### src/rtl/msi_cap_pkg.sv
package msi_cap_pkg;

    localparam int unsigned TGT_W      = 64;
    localparam int unsigned REG_FLAGS  = 0;
    localparam int unsigned REG_VEC_EN = 1;
    localparam int unsigned REG_TGT_LO = 2;
    localparam int unsigned REG_TGT_HI = 3;
    localparam int unsigned REG_INTX   = 4;

    typedef struct packed {
        logic [31:0] hi;
        logic [31:0] lo;
    } msi_target_t;

endpackage

### src/rtl/msi_cap_csr.sv
module msi_cap_csr #(
    parameter int unsigned NUM_VEC  = 32,
    parameter int unsigned NUM_INTX = 4,
    parameter int unsigned INTX_LSB = 8,
    parameter int unsigned CSR_AW   = 3,
    parameter int unsigned DW       = 32
) (
    input  logic                        clk,
    input  logic                        rst_n,
    input  logic                        csr_valid,
    input  logic                        csr_write,
    input  logic [CSR_AW-1:0]           csr_addr,
    input  logic [DW-1:0]               csr_wdata,
    input  logic [NUM_VEC-1:0]          flags_i,
    output logic [DW-1:0]               csr_rdata,
    output logic [NUM_VEC-1:0]          vec_en_o,
    output msi_cap_pkg::msi_target_t    target_o,
    output logic                        cap_en_o,
    output logic [NUM_INTX-1:0]         intx_en_o,
    output logic [NUM_VEC-1:0]          clr_o
);
    import msi_cap_pkg::*;

    typedef struct packed {
        logic [NUM_VEC-1:0]  vec_en;
        msi_target_t         tgt;
        logic [NUM_INTX-1:0] intx_en;
    } csr_state_t;

    csr_state_t state_d, state_q;
    logic       wr_en;

    always_comb begin
        state_d   = state_q;
        wr_en     = csr_valid && csr_write;
        clr_o     = '0;
        csr_rdata = '0;

        if (wr_en) begin
            case (csr_addr)
                CSR_AW'(REG_FLAGS):  clr_o          = csr_wdata[NUM_VEC-1:0];
                CSR_AW'(REG_VEC_EN): state_d.vec_en = csr_wdata[NUM_VEC-1:0];
                CSR_AW'(REG_TGT_LO): state_d.tgt.lo = csr_wdata;
                CSR_AW'(REG_TGT_HI): state_d.tgt.hi = csr_wdata;
                CSR_AW'(REG_INTX):   state_d.intx_en = csr_wdata[INTX_LSB +: NUM_INTX];
                default: ;
            endcase
        end

        case (csr_addr)
            CSR_AW'(REG_FLAGS):  csr_rdata[NUM_VEC-1:0] = flags_i;
            CSR_AW'(REG_VEC_EN): csr_rdata[NUM_VEC-1:0] = state_q.vec_en;
            CSR_AW'(REG_TGT_LO): csr_rdata = state_q.tgt.lo;
            CSR_AW'(REG_TGT_HI): csr_rdata = state_q.tgt.hi;
            CSR_AW'(REG_INTX):   csr_rdata[INTX_LSB +: NUM_INTX] = state_q.intx_en;
            default: ;
        endcase
    end

    always_ff @(posedge clk or negedge rst_n) begin
        if (!rst_n) state_q <= '0;
        else        state_q <= state_d;
    end

    assign vec_en_o  = state_q.vec_en;
    assign target_o  = state_q.tgt;
    assign cap_en_o  = state_q.tgt.lo[0];
    assign intx_en_o = state_q.intx_en;

endmodule

### src/rtl/msi_cap_match.sv
module msi_cap_match #(
    parameter int unsigned NUM_VEC = 32,
    parameter int unsigned DW      = 32
) (
    input  logic                                in_valid,
    input  logic [msi_cap_pkg::TGT_W-1:0]       in_addr,
    input  logic [DW-1:0]                       in_data,
    input  msi_cap_pkg::msi_target_t            target,
    input  logic [NUM_VEC-1:0]                  vec_en,
    output logic [NUM_VEC-1:0]                  set_o
);
    localparam int unsigned IDX_W = $clog2(NUM_VEC);

    logic addr_hit;
    logic range_ok;
    logic accept;

    always_comb begin
        addr_hit = target.lo[0]
                && (in_addr[63:32] == target.hi)
                && (in_addr[31:1]  == target.lo[31:1]);
        range_ok = (in_data < DW'(NUM_VEC));
        accept   = in_valid && addr_hit && range_ok;
    end

    for (genvar i = 0; i < NUM_VEC; i++) begin : g_vec
        assign set_o[i] = accept && vec_en[i]
                       && (in_data[IDX_W-1:0] == IDX_W'(i));
    end

endmodule

### src/rtl/msi_cap_flags.sv
module msi_cap_flags #(
    parameter int unsigned NUM_VEC = 32
) (
    input  logic               clk,
    input  logic               rst_n,
    input  logic [NUM_VEC-1:0] set_i,
    input  logic [NUM_VEC-1:0] clr_i,
    output logic [NUM_VEC-1:0] pend_o
);
    typedef struct packed {
        logic [NUM_VEC-1:0] pend;
    } flag_state_t;

    flag_state_t state_d, state_q;

    always_comb begin
        state_d      = state_q;
        state_d.pend = (state_q.pend & ~clr_i) | set_i;
    end

    always_ff @(posedge clk or negedge rst_n) begin
        if (!rst_n) state_q <= '0;
        else        state_q <= state_d;
    end

    assign pend_o = state_q.pend;

endmodule

### src/rtl/msi_cap_irq.sv
module msi_cap_irq #(
    parameter int unsigned NUM_VEC  = 32,
    parameter int unsigned NUM_INTX = 4
) (
    input  logic                clk,
    input  logic                rst_n,
    input  logic [NUM_VEC-1:0]  pend_i,
    input  logic [NUM_VEC-1:0]  vec_en_i,
    input  logic [NUM_INTX-1:0] intx_i,
    input  logic [NUM_INTX-1:0] intx_en_i,
    output logic                irq_o
);
    typedef struct packed {
        logic irq;
    } irq_state_t;

    irq_state_t state_d, state_q;

    always_comb begin
        state_d     = state_q;
        state_d.irq = (|(pend_i & vec_en_i)) || (|(intx_i & intx_en_i));
    end

    always_ff @(posedge clk or negedge rst_n) begin
        if (!rst_n) state_q <= '0;
        else        state_q <= state_d;
    end

    assign irq_o = state_q.irq;

endmodule

### src/rtl/msi_capture_ctrl.sv
module msi_capture_ctrl #(
    parameter int unsigned NUM_VEC  = 32,
    parameter int unsigned NUM_INTX = 4,
    parameter int unsigned INTX_LSB = 8,
    parameter int unsigned CSR_AW   = 3,
    parameter int unsigned DW       = 32
) (
    input  logic                              clk,
    input  logic                              rst_n,
    input  logic                              csr_valid,
    input  logic                              csr_write,
    input  logic [CSR_AW-1:0]                 csr_addr,
    input  logic [DW-1:0]                     csr_wdata,
    output logic [DW-1:0]                     csr_rdata,
    input  logic                              msi_wr_valid,
    input  logic [msi_cap_pkg::TGT_W-1:0]     msi_wr_addr,
    input  logic [DW-1:0]                     msi_wr_data,
    input  logic [NUM_INTX-1:0]               intx_req,
    output logic                              irq_out
);
    msi_cap_pkg::msi_target_t target;
    logic [NUM_VEC-1:0]       vec_en;
    logic [NUM_VEC-1:0]       set_vec;
    logic [NUM_VEC-1:0]       clr_vec;
    logic [NUM_VEC-1:0]       flags_q;
    logic [NUM_INTX-1:0]      intx_en;
    logic                     cap_en;

    msi_cap_csr #(
        .NUM_VEC(NUM_VEC), .NUM_INTX(NUM_INTX), .INTX_LSB(INTX_LSB),
        .CSR_AW(CSR_AW), .DW(DW)
    ) u_csr (
        .clk       (clk),
        .rst_n     (rst_n),
        .csr_valid (csr_valid),
        .csr_write (csr_write),
        .csr_addr  (csr_addr),
        .csr_wdata (csr_wdata),
        .flags_i   (flags_q),
        .csr_rdata (csr_rdata),
        .vec_en_o  (vec_en),
        .target_o  (target),
        .cap_en_o  (cap_en),
        .intx_en_o (intx_en),
        .clr_o     (clr_vec)
    );

    msi_cap_match #(.NUM_VEC(NUM_VEC), .DW(DW)) u_match (
        .in_valid (msi_wr_valid),
        .in_addr  (msi_wr_addr),
        .in_data  (msi_wr_data),
        .target   (target),
        .vec_en   (vec_en),
        .set_o    (set_vec)
    );

    msi_cap_flags #(.NUM_VEC(NUM_VEC)) u_flags (
        .clk    (clk),
        .rst_n  (rst_n),
        .set_i  (set_vec),
        .clr_i  (clr_vec),
        .pend_o (flags_q)
    );

    msi_cap_irq #(.NUM_VEC(NUM_VEC), .NUM_INTX(NUM_INTX)) u_irq (
        .clk       (clk),
        .rst_n     (rst_n),
        .pend_i    (flags_q),
        .vec_en_i  (vec_en),
        .intx_i    (intx_req),
        .intx_en_i (intx_en),
        .irq_o     (irq_out)
    );

endmodule

### config.mk
export PLATFORM = sky130hd
export DESIGN_NAME = msi_capture_ctrl
export DESIGN_NICKNAME = d
export VERILOG_FILES = /design/src/rtl/msi_cap_pkg.sv /design/src/rtl/msi_cap_csr.sv /design/src/rtl/msi_cap_match.sv /design/src/rtl/msi_cap_flags.sv /design/src/rtl/msi_cap_irq.sv /design/src/rtl/msi_capture_ctrl.sv
export SDC_FILE = /design/constraint.sdc
export NUM_CORES = 1
export LEC_CHECK = 0
export BUFFER_PORTS_ARGS = -buffer_cell sky130_fd_sc_hd__buf_2
export CAP_MARGIN = 20
export CORE_MARGIN = 4
export CORE_UTILIZATION = 30
export CTS_CLUSTER_DIAMETER = 60
export DETAILED_ROUTE_END_ITERATION = 8
export RECOVER_POWER = 25
export SLEW_MARGIN = 0
export SYNTH_ARGS = -nofsm -noshare
export SYNTH_HDL_FRONTEND = slang
export SYNTH_SLANG_ARGS = --single-unit
### constraint.sdc
create_clock -name clk -period 1.8 [get_ports clk]
set_input_delay 0.36 -clock clk [delete_from_list [all_inputs] [get_ports clk]]
set_output_delay 0.36 -clock clk [all_outputs]
set_load 0.02 [all_outputs]
### Yosys cells after proc, flatten, opt, wreduce, memory -nomap -nowiden

Index checks and enable logic that the tools add are counted.

* flip-flop bits (word level): 133
* bits in latches: 0
* RAM bits: 0
* ROM bits: 0
* bits of input ports: 140
* output and inout port bits: 33
* logic and storage cells: 132
* memories kept: 0

* add/subtract/negate cells: 0
* multipliers: 0
* divide/modulo/power cells: 0
* order comparisons: 1
* equality and inequality tests: 37
* shifts and indexed selects: 0
* muxes and demuxes: 5
* bitwise logic cells: 5
* reduce and logical (&&, ||, !) cells: 78

Operators with widths (number)
* 5-bit == test (second input constant): 16
* 20-bit one-hot mux with 4 select lines: 1
* 1-bit logical AND: 69
* 32-bit bitwise AND: 2
* 32-bit 2-to-1 mux: 2
* 5-bit by 4-bit == test with 1-bit output (second input constant): 8
* 32-bit == test: 1
* 32-bit by 6-bit less-than comparator with 1-bit output (second input constant): 1
* 32-bit NOT: 1
* 32-bit OR: 1
* 8-bit one-hot mux with 4 select lines: 1
* 32-bit OR reduction: 1
* 31-bit == test: 1
* 5-bit by 3-bit == test with 1-bit output (second input constant): 4
* 4-bit one-hot mux with 5 select lines: 1
* 5-bit by 2-bit == test with 1-bit output (second input constant): 2
* 2-bit AND reduction: 4
* 3-bit by 2-bit == test with 1-bit output (second input constant): 2
* 5-bit by 1-bit == test with 1-bit output (second input constant): 1
* 5-bit logical NOT: 1
* 4-bit bitwise AND: 1
* 4-bit OR reduction: 1
* 3-bit by 1-bit == test with 1-bit output (second input constant): 1
* 3-bit == test (second input constant): 1
* other kinds (2): 2

### Logic depth before layout (Yosys ltp)

* depth in word-level cells: 8
* depth in mapped cells: 8
* mapped depth without buffers: 5

### Hierarchy

Synthesis repeated with hierarchy kept, for this count alone.

* cell total of the unflattened synthesis: 665
* area total of the unflattened synthesis: 8115.3 um^2

By module, submodules not included
* msi_cap_csr: times used 1, cells each 344, area each 5168.7 um^2, sequential area each 2502.4 um^2
* msi_cap_match: times used 1, cells each 200, area each 1582.8 um^2, sequential area each 0.0 um^2
* msi_cap_flags: times used 1, cells each 96, area each 1161.1 um^2, sequential area each 800.8 um^2
* msi_cap_irq: times used 1, cells each 25, area each 202.7 um^2, sequential area each 25.0 um^2

### Least setup slack after synthesis

OpenSTA, ideal clock, no wires.

* path type: in2reg
* start point: in csr_addr[1]
* end point: reg u_csr.state_q (netlist bit u_csr.target_o[10])
* setup time: 0.125 ns
* arrival: 1.821 ns
* required time: 1.675 ns
* path slack: -0.146 ns
* stages: 7
* path buffers: 3
* cells stage by stage: buf_2 -> inv_1 -> nor3_1 -> and3_1 -> buf_2 -> buf_2 -> mux2_2

* word-level cells in the longest chain between the ends: 2

RTL lines
* from (decl): RTL line msi_capture_ctrl.sv:12 `input logic [CSR_AW-1:0] csr_addr,`
* 3-bit by 2-bit == test with 1-bit output: RTL line msi_cap_csr.sv:40 `case (csr_addr)`
* 2-bit AND reduction (no line)
* to (signal assigned): RTL line msi_cap_csr.sv:62 `else state_q <= state_d;`
* to (decl): RTL line msi_cap_csr.sv:30 `csr_state_t state_d, state_q;`

No other way between the ends.
A chain may end at the register's enable or synchronous reset.

==> flow_summary.ini <==
[outcome]
status = finished with violations
violations = negative setup slack

[floorplanning]
core_area_um2 = 23610
fp.dieH_um = 163.2
start_util = 0.3061
dieWidth_um = 163.2
num_io_pins = 173
rows = 56
dieArea_um2 = 26640

[clocking]
clkSinkCount = 133
clk_latency_ns = 0.43
cts_tree = done
cts.reportedPaths.clkPinSlew_ns = 0.06
cts-root-buf = clkbuf_16
htreeDepth = 4
ctsLongestPathBuffers = 2
cts_buffers = 17

[critical_path]
r2r-start = u_csr.target_o[40]
reg2reg_depth = 7
r2r_setup_slack_ns = -0.36
worst-path-stages = 7
cp-end-kind = register
crit_required_ns = 2.13
crit_path_start_kind = register
timing.rr.end = u_flags.pend_o[2]
crit_family = simple AND/OR/NAND/NOR gates
crit_end = u_flags.pend_o[2]
crit_fanout = 8
crit_chain = xor2_2 -> or4b_4 -> nor4_4 -> nand4_4 -> buf_12 -> buf_16 -> o31ai_4
path_buf_inv = 2
worst_path_max_delay_cell = or4b_4
critPathLaunch = u_csr.target_o[40]
arrival_ns = 2.49
path_class = register to register
slowest_delay_ns = 0.50

[pwr]
p_sw_frac = 0.2915
seq_power_share = 0.390
p_int_mw = 7.535
power_frac_comb = 0.250
power.share.clock = 0.360
p_per_area_nw_per_um2 = 961.2
total_power_mw = 10.63
switchingPower_mw = 3.100
p_leak_nw = 4.705
peakVddDrop_v = 0.0006151

[yosys]
yosys.area.top_type_share = 0.4604
synth_top_area_cell = dfrtp_1
synth_area_um2 = 7228
synth_seq_cells = 133
synth_edf_count = 0
synth_commonest_cells = 133 x dfrtp_1, 102 x nand2_1, 93 x mux2_2
syn_nets = 804
ys_seq_area_frac = 0.4604
synthFlopType = dfrtp_1
synth_cells = 664
synthTopCellsByArea = dfrtp_1 46%, mux2_2 14%, a22oi_1 7.1%
avgSynthCellArea_um2 = 10.89
synthArstFlopShare = 1.000
yosysMostFrequentCell = dfrtp_1
yosysUniqueCellTypes = 40
synth_warnings = 0

[drt]
drt-pass1-iter-count = 5
drtAntennaViolNets = 0
post-route-drc-count = 0
routed_via_density = 5.324
routed_wirelength_mm = 28.94
drtIter0Drc = 525
wire_per_inst_um = 23.01
vias = 6698

[sta]
tightest_slew_ns = 0.8533
setup_tns_ns = -9.993
timing.final.ws_setup_ns = -0.3603
hold_viol_final = 0
min_period_ns = 2.160
rsz0062_at_grt = yes
report.final.slew_viol_count = 0
clock_skew_ns = 0.01034
slew_headroom = 0.4312
setup_viol = 42
fmax_ghz = 0.4629
period_share = 1.200

[placement]
dpl.hpwl_mm = 19.92
gp_congestion = 0.8678
dpl-instance-area_um2 = 9082
port_buffers = 171
place_inst = 1196

[global_routing]
grt_pass1_vias = 7055
grt-ovfl-total = 0
grt_pass1_wl_mm = 42.53
grtUsageTotal = 0.2141
grt_max_degree = 50
antenna_found_initial = 5

[hold_path]
min_path_cells = 3
worstHoldPathType = primary input to register

[run]
max_cap_violations = 0

[cells_and_area]
post-route-cell-area_um2 = 11060
fill_cells = 2169
multi_input_area_um2 = 4255
instances_no_fill = 1258
fin_nets = 1065
ff_latch_area_um2 = 3336
drive_above_1_share = 0.5496
syn2layout_area_growth_pct = 53.07
per-layer routing:
layer  up-vias  wire (µm)  global-route usage
li1       2981          -                   -
met1      3340      11910              0.2758
met2       306      13830              0.3462
met3        65       2292             0.05450
met4         6        868             0.08349
met5         -         38                   0
cells by family (layout without fill, tap and decap cells):
group	Yosys count	count (layout)	share of synthesized area
and+or+nand+nor	203	203	0.1369
AOI/OAI and AO/OA	127	127	0.1534
DFF	133	133	0.4604
other	0	2	0
buffers and inverters	51	324	0.03150
muxes	101	101	0.1584
xor gates and xnor gates	49	49	0.05937
power by group through the flow:
| stage | Combinational [mW] | Clock (mW) | Sequential (mW) |
|---|---|---|---|
| 2_1_floorplan | 1.16 | 0 | 3.96 |
| 3_3_place_gp | 2.26 | 0 | 4.09 |
| 3_5_place_dp | 2.29 | 0 | 4.11 |
| 4_1_cts | 2.59 | 3.87 | 4.10 |
| 5_1_grt | 2.85 | 4.02 | 4.21 |
| 6_report | 2.66 | 3.83 | 4.15 |
area by class of cell:
cell class,instances,area share
Multi-Input combinational cell,480,0.3846
Sequential cell,133,0.3015
Timing Repair Buffer,281,0.2143
Clock buffer,24,0.04625
Tap cell,319,0.03607
Clock inverter,7,0.01278
Inverter,12,0.004071
Antenna cell,2,0.0004523
registers in the layout, summed over array words and instances (netlist names):
signal           count
u_csr.intx_en_o      4
u_irq.irq_o          1
u_csr.cap_en_o       1
u_csr.target_o      63
u_csr.vec_en_o      32
u_flags.pend_o      32
metrics by stage:
step	hold slack [ns]	setup slack [ns]	util
final	0.2067	-0.3603	0.4686
after global routing	0.2131	-0.4085	0.4686
after CTS	0.1979	-0.3621	0.4509
after detailed placement	0.3399	-0.2819	0.3846
after global placement	0.3399	-0.2573	0.3846
after floorplan	0.06441	-0.04618	-
layout by cell type, fill, tap and decap left out, drive strengths merged, types with 2 or more instances in the layout:
cell type  Yosys  layout
bufinv         0       4
inv           12      12
nand3         33      33
a22o           5       5
mux2i          3       3
nand2        102     102
a2111o         2       2
diode          0       2
and3           6       6
xor2           4       4
buf           17     274
clkbuf        22      30
a22oi         68      68
nor2b          9       9
a221oi         3       3
dfrtp        133     133
o31ai         32      32
xnor2         45      45
nor2           6       6
nand2b         5       5
mux2          97      97
nor3           4       4
nand4         17      17
nor4          11      11
o22ai          3       3
and3b          2       2
nor3b          5       5
o21ai          8       8
clkinv         0       2
a221o          3       3
worst min-delay path by stage:
stage | start | endpoint | slack, ns
3_3_place_gp | rst_n | u_csr.target_o[39] | 0.34
6_report | csr_wdata[16] | u_csr.target_o[16] | 0.21
3_5_place_dp | rst_n | u_csr.target_o[39] | 0.34
5_1_grt | csr_wdata[7] | u_csr.vec_en_o[7] | 0.21
4_1_cts | csr_wdata[24] | u_csr.target_o[24] | 0.20
2_1_floorplan | rst_n | u_csr.cap_en_o | 0.06
repair_timing:
item | in CTS | in global routing
resized for setup | 144 | 84
hold endpoints to repair | 27 | 0
pin swaps | 30 | 40
setup endpoints to repair | 64 | 64
buffers inserted | 15 | 3
cloned | 12 | 4
hold buffers | 1 | 0
worst register-to-register path, delay by kind of cell, from the launching register on:
family | cells | cell delay, ns
buffers and inverters | 2 | 0.37
AO/OA/AOI/OAI | 1 | 0.21
flip-flops | 1 | 0.40
XOR/XNOR | 1 | 0.19
AND/OR/NAND/NOR | 3 | 0.90
No activity file was read; power rests on OpenSTA's default activity.
